===== config.mk =====
export PLATFORM = sky130hd
export DESIGN_NAME = preg_ready_board
export DESIGN_NICKNAME = d
export VERILOG_FILES = /design/src/rtl/preg_sb_pkg.sv /design/src/rtl/preg_sb_qual.sv /design/src/rtl/preg_sb_array.sv /design/src/rtl/preg_sb_lookup.sv /design/src/rtl/preg_sb_err.sv /design/src/rtl/preg_ready_board.sv
export SDC_FILE = /design/constraint.sdc
export NUM_CORES = 1
export LEC_CHECK = 0
export BUFFER_PORTS_ARGS = -buffer_cell sky130_fd_sc_hd__buf_4
export CAP_MARGIN = 0
export CORE_ASPECT_RATIO = 1.4
export CORE_UTILIZATION = 40
export CTS_CLUSTER_SIZE = 24
export DETAILED_ROUTE_END_ITERATION = 16
export SYNTH_ARGS = -nofsm -noshare
export SYNTH_HDL_FRONTEND = slang
export SYNTH_SLANG_ARGS = --single-unit

===== constraint.sdc =====
create_clock -name clk -period 4.16 [get_ports clk]
set_input_delay 0 -clock clk [delete_from_list [all_inputs] [get_ports clk]]
set_output_delay 0 -clock clk [all_outputs]
set_load 0.02 [all_outputs]

===== src/rtl/preg_sb_pkg.sv =====
package preg_sb_pkg;

  // True when a flat index addresses an existing register.
  function automatic logic idx_in_range(input int unsigned idx, input int unsigned nregs);
    return idx < nregs;
  endfunction

  // A write request changes the array only if valid, in range and not fixed.
  function automatic logic write_qualifies(input logic vld, input logic fixed, input logic ok);
    return vld && ok && !fixed;
  endfunction

  // A clear additionally must not name the zero register.
  function automatic logic clear_qualifies(input logic vld, input logic fixed,
                                           input logic zero, input logic ok);
    return vld && ok && !fixed && !zero;
  endfunction

endpackage


===== src/rtl/preg_sb_qual.sv =====
module preg_sb_qual
  import preg_sb_pkg::*;
#(
  parameter int NUM_REGS = 96,
  parameter int NUM_SET  = 2,
  parameter int NUM_CLR  = 1,
  parameter int IDX_W    = $clog2(NUM_REGS)
) (
  input  logic [NUM_SET-1:0]            set_vld,
  input  logic [NUM_SET-1:0][IDX_W-1:0] set_idx,
  input  logic [NUM_SET-1:0]            set_fixed,
  input  logic [NUM_CLR-1:0]            clr_vld,
  input  logic [NUM_CLR-1:0][IDX_W-1:0] clr_idx,
  input  logic [NUM_CLR-1:0]            clr_fixed,
  input  logic [NUM_CLR-1:0]            clr_zero,
  output logic [NUM_SET-1:0]            set_eff,
  output logic [NUM_CLR-1:0]            clr_eff,
  output logic [NUM_SET-1:0]            set_oor,
  output logic [NUM_CLR-1:0]            clr_oor
);
  for (genvar s = 0; s < NUM_SET; s++) begin : g_set
    logic ok;
    assign ok         = idx_in_range(int'(set_idx[s]), NUM_REGS);
    assign set_eff[s] = write_qualifies(set_vld[s], set_fixed[s], ok);
    assign set_oor[s] = set_vld[s] && !ok;
  end

  for (genvar c = 0; c < NUM_CLR; c++) begin : g_clr
    logic ok;
    assign ok         = idx_in_range(int'(clr_idx[c]), NUM_REGS);
    assign clr_eff[c] = clear_qualifies(clr_vld[c], clr_fixed[c], clr_zero[c], ok);
    assign clr_oor[c] = clr_vld[c] && !ok;
  end
endmodule


===== src/rtl/preg_sb_array.sv =====
module preg_sb_array #(
  parameter int NUM_REGS = 96,
  parameter int NUM_SET  = 2,
  parameter int NUM_CLR  = 1,
  parameter int IDX_W    = $clog2(NUM_REGS)
) (
  input  logic                          clk,
  input  logic                          rst,
  input  logic [NUM_SET-1:0]            set_eff,
  input  logic [NUM_SET-1:0][IDX_W-1:0] set_idx,
  input  logic [NUM_CLR-1:0]            clr_eff,
  input  logic [NUM_CLR-1:0][IDX_W-1:0] clr_idx,
  output logic [NUM_REGS-1:0]           ready_q
);
  for (genvar g = 0; g < NUM_REGS; g++) begin : g_bit
    logic hit_set, hit_clr;
    always_comb begin
      hit_set = 1'b0;
      for (int s = 0; s < NUM_SET; s++)
        if (set_eff[s] && (int'(set_idx[s]) == g)) hit_set = 1'b1;
      hit_clr = 1'b0;
      for (int c = 0; c < NUM_CLR; c++)
        if (clr_eff[c] && (int'(clr_idx[c]) == g)) hit_clr = 1'b1;
    end
    // Set has priority over clear on the same register.
    always_ff @(posedge clk) begin
      if (rst)          ready_q[g] <= 1'b1;
      else if (hit_set) ready_q[g] <= 1'b1;
      else if (hit_clr) ready_q[g] <= 1'b0;
    end
  end
endmodule


===== src/rtl/preg_sb_lookup.sv =====
module preg_sb_lookup
  import preg_sb_pkg::*;
#(
  parameter int NUM_REGS = 96,
  parameter int NUM_SET  = 2,
  parameter int IDX_W    = $clog2(NUM_REGS)
) (
  input  logic                          vld,
  input  logic [IDX_W-1:0]              idx,
  input  logic                          fixed,
  input  logic                          zero,
  input  logic [NUM_REGS-1:0]           ready_q,
  input  logic [NUM_SET-1:0]            set_eff,
  input  logic [NUM_SET-1:0][IDX_W-1:0] set_idx,
  output logic                          ready,
  output logic                          oor,
  output logic                          zero_bad
);
  localparam int SPAN = 1 << IDX_W;
  logic [SPAN-1:0] padded;
  logic ok, stored, bypass;

  assign padded = SPAN'(ready_q);
  assign ok     = idx_in_range(int'(idx), NUM_REGS);
  assign stored = ok && padded[idx];

  always_comb begin
    bypass = 1'b0;
    for (int s = 0; s < NUM_SET; s++)
      if (set_eff[s] && (set_idx[s] == idx)) bypass = 1'b1;
  end

  assign ready    = fixed || stored || bypass;
  assign oor      = vld && !ok;
  assign zero_bad = vld && ok && !fixed && zero && !padded[idx];
endmodule


===== src/rtl/preg_sb_err.sv =====
module preg_sb_err #(
  parameter int NUM_VIOL = 4
) (
  input  logic                clk,
  input  logic                rst,
  input  logic [NUM_VIOL-1:0] viol,
  output logic                err
);
  always_ff @(posedge clk) begin
    if (rst) err <= 1'b0;
    else     err <= |viol;
  end
endmodule


===== src/rtl/preg_ready_board.sv =====
module preg_ready_board #(
  parameter int NUM_REGS   = 96,
  parameter int NUM_LOOKUP = 2,
  parameter int NUM_SET    = 2,
  parameter int NUM_CLR    = 1,
  parameter int IDX_W      = $clog2(NUM_REGS)
) (
  input  logic                             clk,
  input  logic                             rst,
  input  logic [NUM_LOOKUP-1:0]            lk_vld,
  input  logic [NUM_LOOKUP-1:0][IDX_W-1:0] lk_idx,
  input  logic [NUM_LOOKUP-1:0]            lk_fixed,
  input  logic [NUM_LOOKUP-1:0]            lk_zero,
  output logic [NUM_LOOKUP-1:0]            lk_ready,
  input  logic [NUM_SET-1:0]               set_vld,
  input  logic [NUM_SET-1:0][IDX_W-1:0]    set_idx,
  input  logic [NUM_SET-1:0]               set_fixed,
  input  logic [NUM_CLR-1:0]               clr_vld,
  input  logic [NUM_CLR-1:0][IDX_W-1:0]    clr_idx,
  input  logic [NUM_CLR-1:0]               clr_fixed,
  input  logic [NUM_CLR-1:0]               clr_zero,
  output logic                             err
);
  localparam int NUM_VIOL = 2 * NUM_LOOKUP + NUM_SET + NUM_CLR;

  logic [NUM_REGS-1:0]   ready_q;
  logic [NUM_SET-1:0]    set_eff, set_oor;
  logic [NUM_CLR-1:0]    clr_eff, clr_oor;
  logic [NUM_LOOKUP-1:0] lk_oor, lk_zero_bad;
  logic [NUM_VIOL-1:0]   viol;

  preg_sb_qual #(.NUM_REGS(NUM_REGS), .NUM_SET(NUM_SET), .NUM_CLR(NUM_CLR), .IDX_W(IDX_W)) u_qual (
    .set_vld(set_vld), .set_idx(set_idx), .set_fixed(set_fixed),
    .clr_vld(clr_vld), .clr_idx(clr_idx), .clr_fixed(clr_fixed), .clr_zero(clr_zero),
    .set_eff(set_eff), .clr_eff(clr_eff), .set_oor(set_oor), .clr_oor(clr_oor)
  );

  preg_sb_array #(.NUM_REGS(NUM_REGS), .NUM_SET(NUM_SET), .NUM_CLR(NUM_CLR), .IDX_W(IDX_W)) u_array (
    .clk(clk), .rst(rst), .set_eff(set_eff), .set_idx(set_idx),
    .clr_eff(clr_eff), .clr_idx(clr_idx), .ready_q(ready_q)
  );

  for (genvar p = 0; p < NUM_LOOKUP; p++) begin : g_lk
    preg_sb_lookup #(.NUM_REGS(NUM_REGS), .NUM_SET(NUM_SET), .IDX_W(IDX_W)) u_lk (
      .vld(lk_vld[p]), .idx(lk_idx[p]), .fixed(lk_fixed[p]), .zero(lk_zero[p]),
      .ready_q(ready_q), .set_eff(set_eff), .set_idx(set_idx),
      .ready(lk_ready[p]), .oor(lk_oor[p]), .zero_bad(lk_zero_bad[p])
    );
  end

  assign viol = {lk_zero_bad, lk_oor, set_oor, clr_oor};

  preg_sb_err #(.NUM_VIOL(NUM_VIOL)) u_err (
    .clk(clk), .rst(rst), .viol(viol), .err(err)
  );
endmodule


==> impl_metrics.yaml <==
cells_and_area:
  nets: 900
  layout-drive-gt1-share: 0.1357
  num_antenna_cells: 0
  final_common_cell: "nand2_1"
  final_cell_mix: "137 x nand2_1, 99 x o21ai_0, 97 x dfxtp_1"
  area_growth_pct: 9.479
  n_fill_cell: 1701
sta:
  finalHoldViolations: 0
  tightest_slew_ns: 1.050
  slew_headroom: 0.3002
  fin_crit_sh: 0.6453
  clock_skew_ns: 0.007949
  report.final.slew_viol_count: 0
  fin_hold_ws_ns: 0.02825
  period_needed_ns: 2.685
  fin_ws_ns: 1.475
  max_freq_mhz: 372.5
  setup_tns_ns: 0
  rsz0062_at_grt: "false"
  setup_viol: 0
power:
  power.density_nw_per_um2: 286.8
  worst_ir_drop_vdd_uv: 186.2
  combPwrFrac: 0.166
  power_frac_clock: 0.404
  p_seq_frac: 0.430
  cellLeakagePower_nw: 2.285
  sw_frac_of_total: 0.2896
  intPower_w: 0.001537
  switchingPower_w: 0.0006266
  total_power_w: 0.002163
die:
  core_area_um2: 16820
  pin_count: 53
  die_area_um2: 17760
  start_util: 0.4097
  rows: 56
  chipHeight_um: 157.3
  dieWidth_um: 112.9
logic_synthesis:
  synth-warning-count: 0
  synth.distinct_cells: 52
  postSynthAreaPerCell_um2: 8.059
  async_flop_share: 0
  synthCells: 855
  synthFlopType: "dfxtp_1"
  synth_edf_count: 0
  syn_area_um2: 6890
  ys_seq_elements: 97
  synth_seq_area_share: 0.2818
  syn_nets: 905
routing:
  wl_per_cell_um: 25.55
  vias: 7229
  drtAntennaViolNets: 0
  totalWireLength_um: 27030
  routed_via_density: 6.833
  dr.pass1.iters: 8
  drcViolationCount: 0
  drt_iter0_drc: 1003
setup_path:
  critPathMaxStageDelay_ns: 0.56
  worst_path_most_repeated_cell: "mux2i_1"
  reg2reg_from: "u_array.ready_q[92]$_SDFFE_PP1P_"
  crit_path_start: "u_array.ready_q[92]$_SDFFE_PP1P_"
  reg2regPathDepth: 8
  r2r_slack_ns: 1.48
  endpoint: "u_err.err$_SDFF_PP0_"
  start_kind: "flip-flop"
  r2r_end: "u_err.err$_SDFF_PP0_"
  cp_cell_sequence: "mux4_2 > mux2i_1 > mux2i_1 > a311o_1 > a211oi_2 > nand3_1 > dlygate4sd3_1 > a21oi_1"
  cp_data_required_time_ns: 4.43
  crit_fanout: 3
  critPathSlowestCell: "dlygate4sd3_1"
  crit_path_end_kind: "flip-flop"
  crit_arrival_ns: 2.95
  path_class: "flip-flop to flip-flop"
global_routing:
  grt_util_all_layers: 0.3112
  antenna_found_initial: 0
  grt_overflow_total: 0
  grt_pass1_vias: 6935
  grt_max_degree: 98
  grt_first_pass_wirelength_um: 41210
placed_design:
  portBuffers: 52
  place.gp.congestion: 0.9197
  pre_cts_ws_ns: 1.837
  hpwl_um: 18430
clocking:
  clock_latency_ns: 0.35
  clkSinkCount: 97
  cts_buffers: 9
  clkSlewWorstSetupHoldPaths_ns: 0.07
  htree_levels: 3
  root_buffer: "clkbuf_16"
  clockBufferDepth: 2
  cts_tree: "yes"
run:
  maxCapViolations: 0
min_path:
  hp-class: "input port to flip-flop"
run_status:
  status: "finished clean"
worst max-delay path, delay by kind of cell, from the launching register on:
kind	cells	cell delay [ns]
compound gates	3	0.78
buf+inv	1	0.56
flops	1	0.40
mux	3	0.75
simple gates	1	0.11
power by group through the flow:
stage                     sequential, W  combinational [W]  clock (W)
final                          0.000930           0.000359   0.000874
after global routing           0.000930           0.000379   0.000919
after global placement         0.000952           0.000348          0
after detailed placement       0.000952           0.000348          0
after floorplan                0.000953           0.000224          0
after CTS                      0.000930           0.000350   0.000877
routing by layer:
| metal | part of all wire | track usage |
|---|---|---|
| met2 | 0.47 | 0.5270 |
| met5 | 0 | 0 |
| met4 | 0.072 | 0.1992 |
| met1 | 0.37 | 0.3674 |
| met3 | 0.084 | 0.04929 |
cells in the mapped netlist, types with 2 or more instances:
library cell / number / area share
mux2_2: 8 / 0.013
nor3b_1: 5 / 0.0054
buf_2: 6 / 0.0044
nand2b_1: 15 / 0.014
nor2b_1: 20 / 0.018
nand3_1: 32 / 0.023
clkbuf_1: 51 / 0.028
nand4_1: 10 / 0.0091
inv_1: 3 / 0.0016
o21ai_0: 99 / 0.072
buf_6: 2 / 0.0033
buf_1: 6 / 0.0033
xor2_1: 10 / 0.013
nor4_1: 9 / 0.0082
a211oi_1: 2 / 0.0022
nand4b_1: 5 / 0.0064
a22oi_1: 2 / 0.0022
nor3_1: 18 / 0.013
and4b_1: 2 / 0.0029
nand3b_1: 9 / 0.0098
a21oi_1: 11 / 0.0080
nand2_1: 137 / 0.075
xnor2_1: 18 / 0.023
mux4_1: 9 / 0.034
dfxtp_1: 97 / 0.28
buf_4: 6 / 0.0065
o311ai_0: 3 / 0.0038
mux4_2: 35 / 0.11
a221oi_1: 30 / 0.038
and2_1: 2 / 0.0018
o22ai_1: 62 / 0.056
nor2_1: 92 / 0.050
mux2i_1: 16 / 0.023
o211ai_1: 5 / 0.0054
per-stage QoR:
stage / area (um^2) / util / cells
2_1_floorplan: 6890 / - / 855
6_report: 7543 / 0.4486 / 1058
5_1_grt: 7543 / 0.4486 / 1058
3_3_place_gp: 7224 / 0.4296 / 1040
3_5_place_dp: 7224 / 0.4296 / 1040
4_1_cts: 7543 / 0.4486 / 1058
area by class of cell:
| type | count | area [um^2] | area share |
|---|---|---|---|
| multi-input combinational | 683 | 4612 | 0.6114 |
| sequential | 97 | 1942 | 0.2574 |
| timing repair buffer | 56 | 425.4 | 0.05639 |
| tap | 203 | 254.0 | 0.03367 |
| clock buffer | 12 | 246.5 | 0.03268 |
| clock inverter | 4 | 52.55 | 0.006966 |
| inverter | 3 | 11.26 | 0.001493 |
kinds of logic after synthesis:
kind of cell,Yosys count,share of synthesized area
buffers and inverters,75,0.04975
AND/OR/NAND/NOR,364,0.2480
AO/OA/AOI/OAI,223,0.1997
multiplexers,68,0.1850
flip-flops,97,0.2818
XOR/XNOR,28,0.03559
registers in the layout, indices dropped and copies added (netlist names):
| name | count |
|---|---|
| u_array.ready_q | 96 |
| u_err.err | 1 |
worst min path at each step:
stage / cells past startpoint / startpoint / slack [ns] / to
detailed placement: 3 / lk_vld[1] / 0.29 / u_err.err$_SDFF_PP0_
finish: 3 / clr_idx[5] / 0.03 / u_array.ready_q[28]$_SDFFE_PP1P_
floorplan: 2 / lk_vld[1] / 0.15 / u_err.err$_SDFF_PP0_
global placement: 3 / lk_vld[1] / 0.29 / u_err.err$_SDFF_PP0_
CTS: 3 / clr_idx[5] / 0.02 / u_array.ready_q[28]$_SDFFE_PP1P_
global route: 3 / clr_idx[5] / 0.03 / u_array.ready_q[28]$_SDFFE_PP1P_
timing repair:
item                                   in CTS  in global routing
gates resized for setup                     0                  0
endpoints found under the hold margin       1                  0
hold buffers                                2                  0
buffers inserted                            0                  0
Note: power is estimated with default switching activity, not from simulation.
